===== src/rtl/stage_temp_pkg.sv =====
package stage_temp_pkg;
  typedef enum logic [1:0] {
    DIR_HOLD = 2'd0,
    DIR_RISE = 2'd1,
    DIR_FALL = 2'd2
  } dir_e;
endpackage


===== src/rtl/stage_tracker.sv =====
module stage_tracker
  import stage_temp_pkg::*;
#(
  parameter int STAGE_W = 2
) (
  input  logic               clk_i,
  input  logic               rst_ni,
  input  logic               load_i,
  input  logic [STAGE_W-1:0] stage_i,
  output logic [STAGE_W-1:0] stage_o,
  output dir_e               dir_o
);
  logic [STAGE_W-1:0] stage_q;

  always_ff @(posedge clk_i or negedge rst_ni) begin
    if (!rst_ni)     stage_q <= '0;
    else if (load_i) stage_q <= stage_i;
  end

  always_comb begin
    if (stage_i > stage_q)      dir_o = DIR_RISE;
    else if (stage_i < stage_q) dir_o = DIR_FALL;
    else                        dir_o = DIR_HOLD;
  end

  assign stage_o = stage_q;

  AST_STAGE_STICKY: assert property (@(posedge clk_i) disable iff (!rst_ni)
    !load_i |=> $stable(stage_q));
endmodule


===== src/rtl/bound_calc.sv =====
module bound_calc
  import stage_temp_pkg::*;
#(
  parameter int STAGE_W     = 2,
  parameter int THR_W       = 2,
  parameter int TEMP_W      = 32,
  parameter int BASE_MC     = 105000,
  parameter int THR_STEP_MC = 5000,
  parameter int STG_STEP_MC = 20000,
  parameter int HYST_MC     = 2000,
  parameter int IDLE_MC     = 37000
) (
  input  logic                     init_i,
  input  dir_e                     dir_i,
  input  logic [STAGE_W-1:0]       stage_i,
  input  logic [THR_W-1:0]         thresh_i,
  input  logic signed [TEMP_W-1:0] est_q_i,
  output logic signed [TEMP_W-1:0] est_d_o
);
  localparam logic signed [TEMP_W-1:0] BASE = TEMP_W'(BASE_MC);
  localparam logic signed [TEMP_W-1:0] TSTP = TEMP_W'(THR_STEP_MC);
  localparam logic signed [TEMP_W-1:0] SSTP = TEMP_W'(STG_STEP_MC);
  localparam logic signed [TEMP_W-1:0] HYST = TEMP_W'(HYST_MC);
  localparam logic signed [TEMP_W-1:0] IDLE = TEMP_W'(IDLE_MC);

  logic signed [TEMP_W-1:0] s_v, t_v, floor_v, lo_v, hi_v, seed_v;

  always_comb begin
    s_v     = $signed(TEMP_W'(stage_i));
    t_v     = $signed(TEMP_W'(thresh_i));
    floor_v = BASE + TSTP * t_v;
    // lower edge of the new stage band
    lo_v    = floor_v + SSTP * (s_v - 1) + HYST;
    // upper edge of the new stage band
    hi_v    = floor_v + SSTP * s_v - HYST;
    seed_v  = (stage_i == '0) ? IDLE : floor_v + SSTP * (s_v - 1);
    if (init_i) est_d_o = seed_v;
    else begin
      unique case (dir_i)
        DIR_RISE: est_d_o = lo_v;
        DIR_FALL: est_d_o = hi_v;
        default:  est_d_o = est_q_i;
      endcase
    end
  end
endmodule


===== src/rtl/out_stage.sv =====
module out_stage #(
  parameter int TEMP_W = 32
) (
  input  logic                     clk_i,
  input  logic                     rst_ni,
  input  logic                     fire_i,
  input  logic                     bypass_i,
  input  logic signed [TEMP_W-1:0] adc_i,
  input  logic signed [TEMP_W-1:0] est_i,
  output logic [TEMP_W-1:0]        temp_o,
  output logic                     valid_o
);
  logic signed [TEMP_W-1:0] pick_v;

  always_comb begin
    pick_v = bypass_i ? adc_i : est_i;
    if (pick_v < 0) pick_v = '0;
  end

  always_ff @(posedge clk_i or negedge rst_ni) begin
    if (!rst_ni) begin
      temp_o  <= '0;
      valid_o <= 1'b0;
    end else begin
      valid_o <= fire_i;
      if (fire_i) temp_o <= pick_v;
    end
  end

  AST_VALID_FOLLOWS: assert property (@(posedge clk_i) disable iff (!rst_ni)
    fire_i |=> valid_o);
  AST_VALID_IDLE: assert property (@(posedge clk_i) disable iff (!rst_ni)
    !fire_i |=> !valid_o && $stable(temp_o));
  AST_NON_NEGATIVE: assert property (@(posedge clk_i) disable iff (!rst_ni)
    !temp_o[TEMP_W-1]);
endmodule


===== src/rtl/stage_temp_est.sv =====
module stage_temp_est
  import stage_temp_pkg::*;
#(
  parameter int STAGE_W     = 2,
  parameter int THR_W       = 2,
  parameter int TEMP_W      = 32,
  parameter int BASE_MC     = 105000,
  parameter int THR_STEP_MC = 5000,
  parameter int STG_STEP_MC = 20000,
  parameter int HYST_MC     = 2000,
  parameter int IDLE_MC     = 37000
) (
  input  logic               clk_i,
  input  logic               rst_ni,
  input  logic               init_i,
  input  logic               update_i,
  input  logic [STAGE_W-1:0] stage_i,
  input  logic [THR_W-1:0]   thresh_i,
  input  logic               adc_present_i,
  input  logic [TEMP_W-1:0]  adc_i,
  output logic [TEMP_W-1:0]  temp_o,
  output logic               valid_o
);
  localparam int RISE_MIN = BASE_MC + HYST_MC;
  localparam int FALL_MAX = BASE_MC + THR_STEP_MC * (2**THR_W - 1)
                          + STG_STEP_MC * (2**STAGE_W - 2) - HYST_MC;

  logic                     load;
  logic                     fire;
  logic [STAGE_W-1:0]       stage_q;
  dir_e                     dir;
  logic signed [TEMP_W-1:0] est_q, est_d;

  assign fire = init_i | update_i;
  assign load = init_i | (update_i & ~adc_present_i);

  stage_tracker #(.STAGE_W(STAGE_W)) i_tracker (
    .clk_i, .rst_ni, .load_i(load), .stage_i, .stage_o(stage_q), .dir_o(dir)
  );

  bound_calc #(
    .STAGE_W(STAGE_W), .THR_W(THR_W), .TEMP_W(TEMP_W), .BASE_MC(BASE_MC),
    .THR_STEP_MC(THR_STEP_MC), .STG_STEP_MC(STG_STEP_MC),
    .HYST_MC(HYST_MC), .IDLE_MC(IDLE_MC)
  ) i_bounds (
    .init_i, .dir_i(dir), .stage_i, .thresh_i, .est_q_i(est_q), .est_d_o(est_d)
  );

  always_ff @(posedge clk_i or negedge rst_ni) begin
    if (!rst_ni)   est_q <= TEMP_W'(IDLE_MC);
    else if (load) est_q <= est_d;
  end

  out_stage #(.TEMP_W(TEMP_W)) i_out (
    .clk_i, .rst_ni, .fire_i(fire), .bypass_i(adc_present_i),
    .adc_i($signed(adc_i)), .est_i(est_d), .temp_o, .valid_o
  );

  AST_HOLD_SAME: assert property (@(posedge clk_i) disable iff (!rst_ni)
    (update_i && !init_i && !adc_present_i && stage_i == stage_q) |=> $stable(est_q));
  AST_RISE_FLOOR: assert property (@(posedge clk_i) disable iff (!rst_ni)
    (update_i && !init_i && !adc_present_i && stage_i > stage_q)
      |=> est_q >= TEMP_W'(RISE_MIN));
  AST_FALL_CEIL: assert property (@(posedge clk_i) disable iff (!rst_ni)
    (update_i && !init_i && !adc_present_i && stage_i < stage_q)
      |=> est_q <= TEMP_W'(FALL_MAX));
  AST_BYPASS_KEEP: assert property (@(posedge clk_i) disable iff (!rst_ni)
    (update_i && !init_i && adc_present_i) |=> $stable(est_q) && $stable(stage_q));
  AST_SEED_IDLE: assert property (@(posedge clk_i) disable iff (!rst_ni)
    (init_i && stage_i == '0) |=> est_q == TEMP_W'(IDLE_MC));
endmodule


===== config.mk =====
export PLATFORM = sky130hd
export DESIGN_NAME = stage_temp_est
export DESIGN_NICKNAME = d
export VERILOG_FILES = /design/src/rtl/stage_temp_pkg.sv /design/src/rtl/stage_tracker.sv /design/src/rtl/bound_calc.sv /design/src/rtl/out_stage.sv /design/src/rtl/stage_temp_est.sv
export SDC_FILE = /design/constraint.sdc
export NUM_CORES = 1
export LEC_CHECK = 0
export BUFFER_PORTS_ARGS = -buffer_cell sky130_fd_sc_hd__buf_4
export CORE_MARGIN = 4
export CORE_UTILIZATION = 40
export CTS_CLUSTER_DIAMETER = 120
export CTS_CLUSTER_SIZE = 40
export DETAILED_ROUTE_END_ITERATION = 16
export MAX_ROUTING_LAYER = met4
export PLACE_DENSITY = 0.7
export SETUP_SLACK_MARGIN = 0.15
export SYNTH_ARGS = -nofsm -noshare
export SYNTH_HDL_FRONTEND = slang
export SYNTH_SLANG_ARGS = --single-unit

===== constraint.sdc =====
create_clock -name clk_i -period 3.1 [get_ports clk_i]
set_clock_uncertainty 0.15 [all_clocks]
set_input_delay 0.155 -clock clk_i [delete_from_list [all_inputs] [get_ports clk_i]]
set_output_delay 0.155 -clock clk_i [all_outputs]
set_load 0.01 [all_outputs]

**Yosys cells after proc, flatten, opt, wreduce, memory -nomap -nowiden**

Cells that the tools add are included.

- $add $sub $neg: 6
- Multiply operators: 3
- $lt $le $gt $ge: 3
- Equality and inequality tests: 2
- Multiplexer cells: 7
- Bitwise logic cells: 4
- Reduce and logical (&&, ||, !) cells: 1

Operators with widths:

| cell | number |
|---|---|
| two-way mux 32 bit | 4 |
| adder 32 bit | 2 |
| case mux 32 bit (2 select lines) | 1 |
| adder 18 x 32 -> 32 bit (first input constant) | 1 |
| adder 32 x 12 -> 32 bit (second input constant) | 1 |
| < comparator 32 x 1 -> 1 bit (second input constant) | 1 |
| multiplier 11 x 32 -> 27 bit (first input constant) | 1 |
| subtractor 32 x 12 -> 32 bit (second input constant) | 1 |
| multiplier 10 x 2 -> 12 bit (first input constant) | 2 |
| two-way mux 2 bit | 2 |
| subtractor 2 x 1 -> 3 bit (second input constant) | 1 |
| equality test 2 x 1 -> 1 bit (second input constant) | 1 |
| equality test 2 bit (second input constant) | 1 |
| greater-than comparator 2 bit | 1 |
| zero test 2 bit | 1 |
| < comparator 2 bit | 1 |
| bitwise OR 1 bit | 2 |
| AND 1 bit | 1 |
| NOT 1 bit | 1 |

- Bits in registers: 67
- Input port bits: 41
- Output and inout port bits: 33
- Word-level logic and storage cells: 30

**Logic depth before layout (Yosys ltp)**

Gate-level depths: netlist (run 1).

- Depth after elaboration: 9
- Mapped depth: 18
- Gate-level depth less buffers: 17

**Hierarchy**

Synthesis (run 1) repeated with hierarchy kept, for this count alone.

- Cell total of the unflattened synthesis: 535
- Area, all modules: 5212.5 µm²

Modules (own cells, without submodules):

| module | instances | cells each | area an instance (µm²) | seq. area each (µm²) |
|---|---|---|---|---|
| bound_calc | 1 | 344 | 2427.3 | 0.0 |
| out_stage | 1 | 108 | 1416.4 | 800.8 |
| stage_temp_est | 1 | 71 | 1229.9 | 805.8 |
| stage_tracker | 1 | 12 | 138.9 | 50.0 |

**Worst setup path after synthesis (run 1)**

No wires, ideal clock.

- Path kind: input-to-reg
- Start: input thresh_i[1]
- End: register i_out.temp_o[16]
- Arrival: 3.325 ns
- Slack: -0.443 ns
- Cell stages on the path: 18
- Cell sequence: inv_1 > ha_1 > clkbuf_1 > inv_1 > a21boi_0 > inv_1 > ha_1 > inv_1 > ha_1 > and2_1 > and2_1 > a31oi_1 > o21bai_1 > a21oi_1 > o22ai_1 > or3_1 > nand4_1 > a32o_1

- Longest elaborated chain between the ends: 9
- Elaborated cells on any way between the ends: 12
- Those cells by class: add/sub: 5; mul: 1; order compare: 1; mux: 5

RTL lines:

| item | RTL line | text |
|---|---|---|
| from (decl) | stage_temp_est.sv:18 | `input logic [THR_W-1:0] thresh_i,` |
| multiplier 10 x 2 -> 12 bit * | bound_calc.sv:31 | `floor_v = BASE + TSTP * t_v;` |
| adder 18 x 32 -> 32 bit * | bound_calc.sv:31 |  |
| adder 32 bit (on tied branches) | bound_calc.sv:35, bound_calc.sv:33, bound_calc.sv:36 |  |
| subtractor 32 x 12 -> 32 bit or adder 32 x 12 -> 32 bit (tied branches) | bound_calc.sv:35, bound_calc.sv:33 |  |
| case mux 32 bit (2 select lines) | bound_calc.sv:39 | `unique case (dir_i)` |
| two-way mux 32 bit * | bound_calc.sv:37 | `if (init_i) est_d_o = seed_v;` |
| two-way mux 32 bit * | out_stage.sv:16 | `pick_v = bypass_i ? adc_i : est_i;` |
| < comparator 32 x 1 -> 1 bit | out_stage.sv:17 | `if (pick_v < 0) pick_v = '0;` |
| two-way mux 32 bit * | out_stage.sv:17 |  |
| to (signal assigned) | out_stage.sv:26 | `if (fire_i) temp_o <= pick_v;` |
| to (decl) | out_stage.sv:10 | `output logic [TEMP_W-1:0] temp_o,` |

Every way passes the cells marked *; elsewhere a longest branch is shown, timed or not.
A chain may end at the register's enable or synchronous reset.

**Worst setup path after layout (run 1)**

- Start: input stage_i[0]
- End: register i_out.temp_o[16]

- Longest elaborated chain between the ends: 9
- Elaborated cells on any way between the ends: 20
- Those cells by class: add/sub: 5; mul: 2; order compare: 3; eq/ne: 2; mux: 7; reduce/logical: 1

RTL lines:

| item | RTL line | text |
|---|---|---|
| from (decl) | stage_temp_est.sv:17 | `input logic [STAGE_W-1:0] stage_i,` |
| subtractor 2 x 1 -> 3 bit or < comparator 2 bit (tied branches) | bound_calc.sv:33, bound_calc.sv:36, stage_tracker.sv:22 |  |
| multiplier 11 x 32 -> 27 bit or two-way mux 2 bit (tied branches) | bound_calc.sv:33, bound_calc.sv:36, stage_tracker.sv:22 |  |
| adder 32 bit or two-way mux 2 bit (tied branches) | bound_calc.sv:33, bound_calc.sv:36, stage_tracker.sv:21 |  |
| adder 32 x 12 -> 32 bit (tied with other cells) | bound_calc.sv:33 | `lo_v = floor_v + SSTP * (s_v - 1) + HYST;` |
| case mux 32 bit (2 select lines) | bound_calc.sv:39 |  |
| two-way mux 32 bit * | bound_calc.sv:37 |  |
| two-way mux 32 bit * | out_stage.sv:16 |  |
| < comparator 32 x 1 -> 1 bit | out_stage.sv:17 |  |
| two-way mux 32 bit * | out_stage.sv:17 |  |

Marked as above.

==> metrics, run 1 <==
H-tree depth 3; Initial Utilization 41.23%; CTS clock-pin slew for the worst setup and hold paths 0.05 ns; Post-DRT Antenna Nets 0; predominant post-synthesis flop cell dfrtp_1; Via Count 5014; Worst setup EP type register; CTS buffer count 9; Synth area leaders dfrtp_1 (33%), ha_1 (9.7%), nand2_1 (7.1%); RePlAce Congestion 0.9641; post-layout net count 836; Pleak 3.285 nW; worst setup path class primary input to register; Synth cell types 62; crit path launch type primary input; Crit path arrival time 2.99 ns; Fin Setup TNS 0 ns; Core Region 11520 um^2; status complete, but fails checks; post-synthesis sequential area ratio 34.89%; post-synth design cell area 4748 um^2; Synth top area share 32.67%; commonest non-fill, non-tap cell in the layout buf_4; Die Y 117.0 um; initial antenna violation count 0; FMAX 341.4 MHz; FFs w/ async S/R, synth 100.0%; die footprint 13680 um^2; DR pass1 iterations 5; Final Slew Violations 0; Hold Crit Depth 3; Synth Register Bits 66; syn_nets 669; Hold Slack -0.0008097 ns; final hold vios 2; CTS sink count 66; vias per inst 5.540; TritonCTS clock tree done; synth-to-layout area growth 47.85%; slew margin rel. 45.28%; Post-synth EDFFs 0; largest area contributor in the netlist dfrtp_1; commonest non-fill, non-tap cells in the layout buf_4 (163), nand2_1 (90), dfrtp_1 (62); critical path cell sequence buf_8, clkinvlp_4, buf_4, ha_4, ha_4, a31o_4, buf_4, nor2_1, nand3_1, and4_4, or4_4, nand4b_1, mux2i_1, nand4_1, a32o_1; Worst Path Max Fanout 5; Syn Inst Count 590; family with the most delay on the worst path simple AND/OR/NAND/NOR gates; Worst VDD drop 0.2831 mV; first-pass GRT wire length 24.18 mm; Overflow after GRT 0; CTS Buffer Depth 2; final setup vio count 0; wire per inst 17.06 um; CP Depth 15; Clock Latency Late Sink 0.33 ns; Residual DRC 0; Iteration-0 DRC Markers 481; min Tclk post-route 2.929 ns; largest net degree at the start of global routing 67; CP bufs+invs 4; Critical Path Max Stage Delay 0.44 ns; Min-Delay Path Class primary input to register; # IOs 74; Final Cycle Share 94.49%; max cap viols 0; row count 39; power after layout 3.656 mW; failing checks hold timing; pwr/cell area 520.8 nW/um^2; required time of the critical path 3.16 ns; Tightest Pin Transition 0.8209 ns; n_diodes 0; vias in the first global route 4985; Synth Warn # 0; total track usage 23.08%; Mapped Avg Cell Area 8.048 um^2; port bufs 72; Routed WL 15.44 mm; clk root buf clkbuf_16; CP max stage cell or4_4; Worst R2R Path Depth 9; die width 117.0 um; layout cell share with drive strength beyond 1 32.94%; hpwl dp 11.61 mm; RSZ-0062 raised after global routing yes
==> worst min-delay path, stage by stage <==
cell,delay [ns]
buf_4,0.08
mux2i_1,0.05
o21ai_0,0.15
==> metrics by stage <==
step	worst slack [ns]	std cells	area [um^2]	util [%]
after floorplan	-0.06348	590	4989	-
after global routing	0.05879	905	7020	60.96
after global placement	-0.1897	859	6191	53.76
after detailed placement	-0.3026	859	6191	53.76
after CTS	0.1284	899	6798	59.03
final	0.1707	905	7020	60.96
==> metal layers <==
layer / up-vias / global-route usage (%) / share of wire (%) / wire, um
li1: 2406 / - / - / -
met3: 34 / 4.216 / 6.4 / 987
met4: 0 / 6.498 / 2.1 / 325
met2: 169 / 37.50 / 49 / 7626
met1: 2405 / 29.61 / 42 / 6496
met5: - / - / 0 / 0
==> cells in the mapped netlist, types with 3 or more instances <==
master     n
nand2b_1   3
o21ai_0   45
mux2i_1   12
o31ai_1    4
a41oi_1    3
a21oi_1   52
inv_1     31
or4_1      3
o21ai_1    5
o211ai_1   7
xnor2_1   14
nor3_1    18
a211o_1    4
clkbuf_1  28
dfstp_2    4
a21o_1    10
and3_1     8
and2_1     8
xor2_1     8
or3_1      4
nand4_1    3
o22ai_1    5
nor2_1    56
dfrtp_1   62
nand3_1   14
o21a_1     4
a22o_1     3
a32o_1     4
nand2_1   90
ha_1      37
==> state kept, by name (all words and copies together), names as in the netlist <==
| name | flops |
|---|---|
| i_tracker.stage_o | 2 |
| i_out.temp_o | 31 |
| est_q | 32 |
| i_out.valid_o | 1 |
==> report_power, final <==
group          internal [mW]  total, mW  switching [mW]
clock network          0.712       1.11           0.398
logic                  0.726       1.49           0.761
registers              0.987       1.06          0.0740
total                   2.42       3.66            1.23
==> final timing paths <==
kind / start / end / slack [ns]
max: stage_i[0] / i_out.temp_o[16] / 0.17
min: adc_i[28] / i_out.temp_o[28] / -0.0008
max reg2reg: i_tracker.stage_o[1] / i_out.temp_o[5] / 0.55
min reg2reg: est_q[19] / est_q[19] / 0.32
max in group asynchronous: rst_ni / est_q[27] / 1.95
min in group asynchronous: rst_ni / i_out.temp_o[18] / 0.31
==> layout make-up <==
class	instances	area, um^2
clock inverters	7	102.6
well taps	143	178.9
fillers	980	4496
clock buffers	9	225.2
flip-flops and latches	66	1657
inverters	32	136.4
repair buffers	189	1495
multi-input cells	459	3226
==> logic make-up after synthesis <==
| logic type | count (synthesis) | synth area share [%] |
|---|---|---|
| XOR/XNOR | 22 | 4.058 |
| flip-flops | 66 | 34.89 |
| multiplexers | 14 | 3.004 |
| other | 1 | 0.07898 |
| AO/OA/AOI/OAI | 166 | 21.82 |
| buffers and inverters | 65 | 5.323 |
| adder cells (fa/ha/maj) | 38 | 10.17 |
| AND/OR/NAND/NOR | 218 | 20.66 |
==> what timing repair did <==
item,CTS,global route
hold buffers,23,0
setup buffers,1,6
hold endpoints to repair,84,0
gates resized for setup,6,35
endpoints found under the setup margin,9,14
pin swaps,2,30
(Power assumes the default switching activity.)
==> inputs of run 2 (changes only) <==
--- a/config.mk
+++ b/config.mk
@@ -5,6 +5,7 @@
 export SDC_FILE = /design/constraint.sdc
 export NUM_CORES = 1
 export LEC_CHECK = 0
+export ABC_CLOCK_PERIOD_IN_PS = 3200
 export BUFFER_PORTS_ARGS = -buffer_cell sky130_fd_sc_hd__buf_4
 export CORE_MARGIN = 4
 export CORE_UTILIZATION = 40
==> constraint.sdc (replaced) <==
create_clock -name clk_i -period 3.2 [get_ports clk_i]
set_clock_uncertainty 0.15 [all_clocks]
set_input_delay 0.16 -clock clk_i [delete_from_list [all_inputs] [get_ports clk_i]]
set_output_delay 0.16 -clock clk_i [all_outputs]
set_load 0.01 [all_outputs]
==> metrics, run 2 (synthesis results as in run 1) <==
status finished, final reports clean; CTS Buffer Depth 2 (unchanged); commonest non-fill, non-tap cell in the layout buf_4; Worst setup EP type register; post-layout net count 827 (-1.1%); max cap viols 0 (unchanged); largest net degree at the start of global routing 67 (unchanged); Worst VDD drop 0.3728 mV (+32%); final hold vios 0 (-2); hpwl dp 11.46 mm (-1.3%); vias per inst 5.616 (+1.4%); critical path cell sequence buf_6, clkinvlp_4, ha_4, nand2_1, a21boi_4, buf_4, ha_4, and2_1, or2_1, a21oi_2, or3b_4, nand4_1, nand4b_1, mux2i_2, nand4_1, a32o_1; Tightest Pin Transition 0.8266 ns (+0.005771 ns); RePlAce Congestion 0.9776 (+1.4%); H-tree depth 3 (unchanged); required time of the critical path 3.27 ns (+0.11 ns); Via Count 5032 (+0.36%); routing usage on met2 37.16% (-0.34 points); initial antenna violation count 0 (unchanged); Min-Delay Path Class primary input to register; family with the most delay on the worst path simple AND/OR/NAND/NOR gates; Crit path arrival time 3.11 ns (+0.12 ns); busiest grt layer met2; die width 117.0 um (unchanged); worst reg2reg setup slack 0.45 ns (-0.10 ns); Final Cycle Share 94.97%; TritonCTS clock tree done; Core Region 11520 um^2 (unchanged); clk root buf clkbuf_16; wire per inst 17.41 um (+2.1%); setup ws final 0.1611 ns (-0.009672 ns); port bufs 72 (unchanged); GR Util met1 30.14% (+0.54 points); Iteration-0 DRC Markers 419 (-13%); DR pass1 iterations 5 (unchanged); multi-input logic area 3183 um^2 (-1.3%); Overflow after GRT 0 (unchanged); vias in the first global route 4871 (-2.3%); pre-CTS setup slack -0.2155 ns (+0.08709 ns); CP bufs+invs 3 (-1); Layout fillers 973 (-0.71%); total track usage 23.43% (+0.35 points); Pleak 3.229 nW (-1.7%); final setup vio count 0 (unchanged); grt met3 use 5.707% (+1.5 points); Initial Utilization 41.23% (unchanged); commonest non-fill, non-tap cells in the layout buf_4 (151), nand2_1 (90), dfrtp_1 (62); CP max stage cell or3b_4; Residual DRC 0 (unchanged); FMAX 329.1 MHz; max reg flops 32 (unchanged); # IOs 74 (unchanged); worst setup path class primary input to register; RSZ-0062 raised after global routing yes; Most flops, register est_q; Post-DRT Antenna Nets 0 (unchanged); Worst Path Max Fanout 5 (unchanged); min Tclk post-route 3.039 ns; synth-to-layout area growth 45.64%; n_diodes 0 (unchanged); pwr/cell area 509.3 nW/um^2 (-2.2%); layout cell share with drive strength beyond 1 30.94% (-2.0 points); Die Y 117.0 um (unchanged); crit path launch type primary input; CTS buffer count 9 (unchanged); Routed WL 15.60 mm (+1.1%); Clock Latency Late Sink 0.34 ns (about the same); first-pass GRT wire length 24.44 mm (+1.1%); CTS clock-pin slew for the worst setup and hold paths 0.06 ns (about the same); CTS sink count 66 (unchanged); Critical Path Max Stage Delay 0.39 ns (-0.05 ns); die footprint 13680 um^2 (unchanged); power after layout 3.522 mW (-3.7%); slew margin rel. 44.89% (-0.38 points); FF/Latch Area 1657 um^2 (unchanged); row count 39 (unchanged); Final Slew Violations 0 (unchanged)
-- run 2: changes by cell type in the layout (fill, tap and decap cells not counted), sizes merged --
| cell | delta |
|---|---|
| buf | -11 |
| dlygate4sd3 | +2 |
-- run 2: stage by stage --
step / setup TNS [ns] / std cells / cell area [um^2] / util, % / hold slack, ns
after global placement: -1.427 / 848 / 6062 / 52.64 / 0.1520
after global routing: 0 / 896 / 6915 / 60.05 / 0.01230
final: 0 / 896 / 6915 / 60.05 / 0.0005810
after floorplan: 0 / 590 / 4942 / - / -0.2856
after CTS: 0 / 889 / 6653 / 57.77 / 0.007419
after detailed placement: -1.996 / 848 / 6062 / 52.64 / 0.1634
-- run 2: routing by layer --
layer	wire length, um	up-vias
met5	0	-
met4	286	0
met3	989	28
met2	7649	191
met1	6676	2428
li1	-	2385
-- run 2: worst paths after layout --
path / startpoint / to / depth (start not counted)
setup reg to reg: i_tracker.stage_o[1] / i_out.temp_o[5] / 9
hold / removal: adc_i[27] / i_out.temp_o[27] / 3
setup / recovery: thresh_i[1] / i_out.temp_o[16] / 16
min in group asynchronous: rst_ni / i_out.temp_o[5] / 2
hold reg to reg: est_q[27] / est_q[27] / 2
max in group asynchronous: rst_ni / est_q[17] / 2
-- run 2: repair_timing --
| action | CTS | global route |
|---|---|---|
| hold buffers | 25 | 0 |
| resized for setup | 3 | 36 |
| setup buffers | 0 | 7 |
| endpoints found under the setup margin | 4 | 14 |
| pin swaps | 0 | 29 |
| hold endpoints to repair | 86 | 0 |
-- run 2: cell type report --
class                           instances  share of cell area, %
Inverter                               32                  1.972
Clock inverter                          7                  1.484
Multi-Input combinational cell        459                  46.03
Sequential cell                        66                  23.96
Clock buffer                            9                  3.257
Timing Repair Buffer                  180                  20.72
Tap cell                              143                  2.587
-- run 2: worst min-delay path, stage by stage --
cell and delay (ns):
buf_4 0.08, mux2i_1 0.05, o21ai_0 0.16
-- run 2: where the power goes --
group | switching, mW | internal [mW] | total, mW | leakage (nW)
Sequential | 0.0707 | 0.956 | 1.03 | 0.839
Combinational | 0.733 | 0.679 | 1.41 | 2.23
Clock | 0.394 | 0.689 | 1.08 | 0.161
Total | 1.20 | 2.32 | 3.52 | 3.23
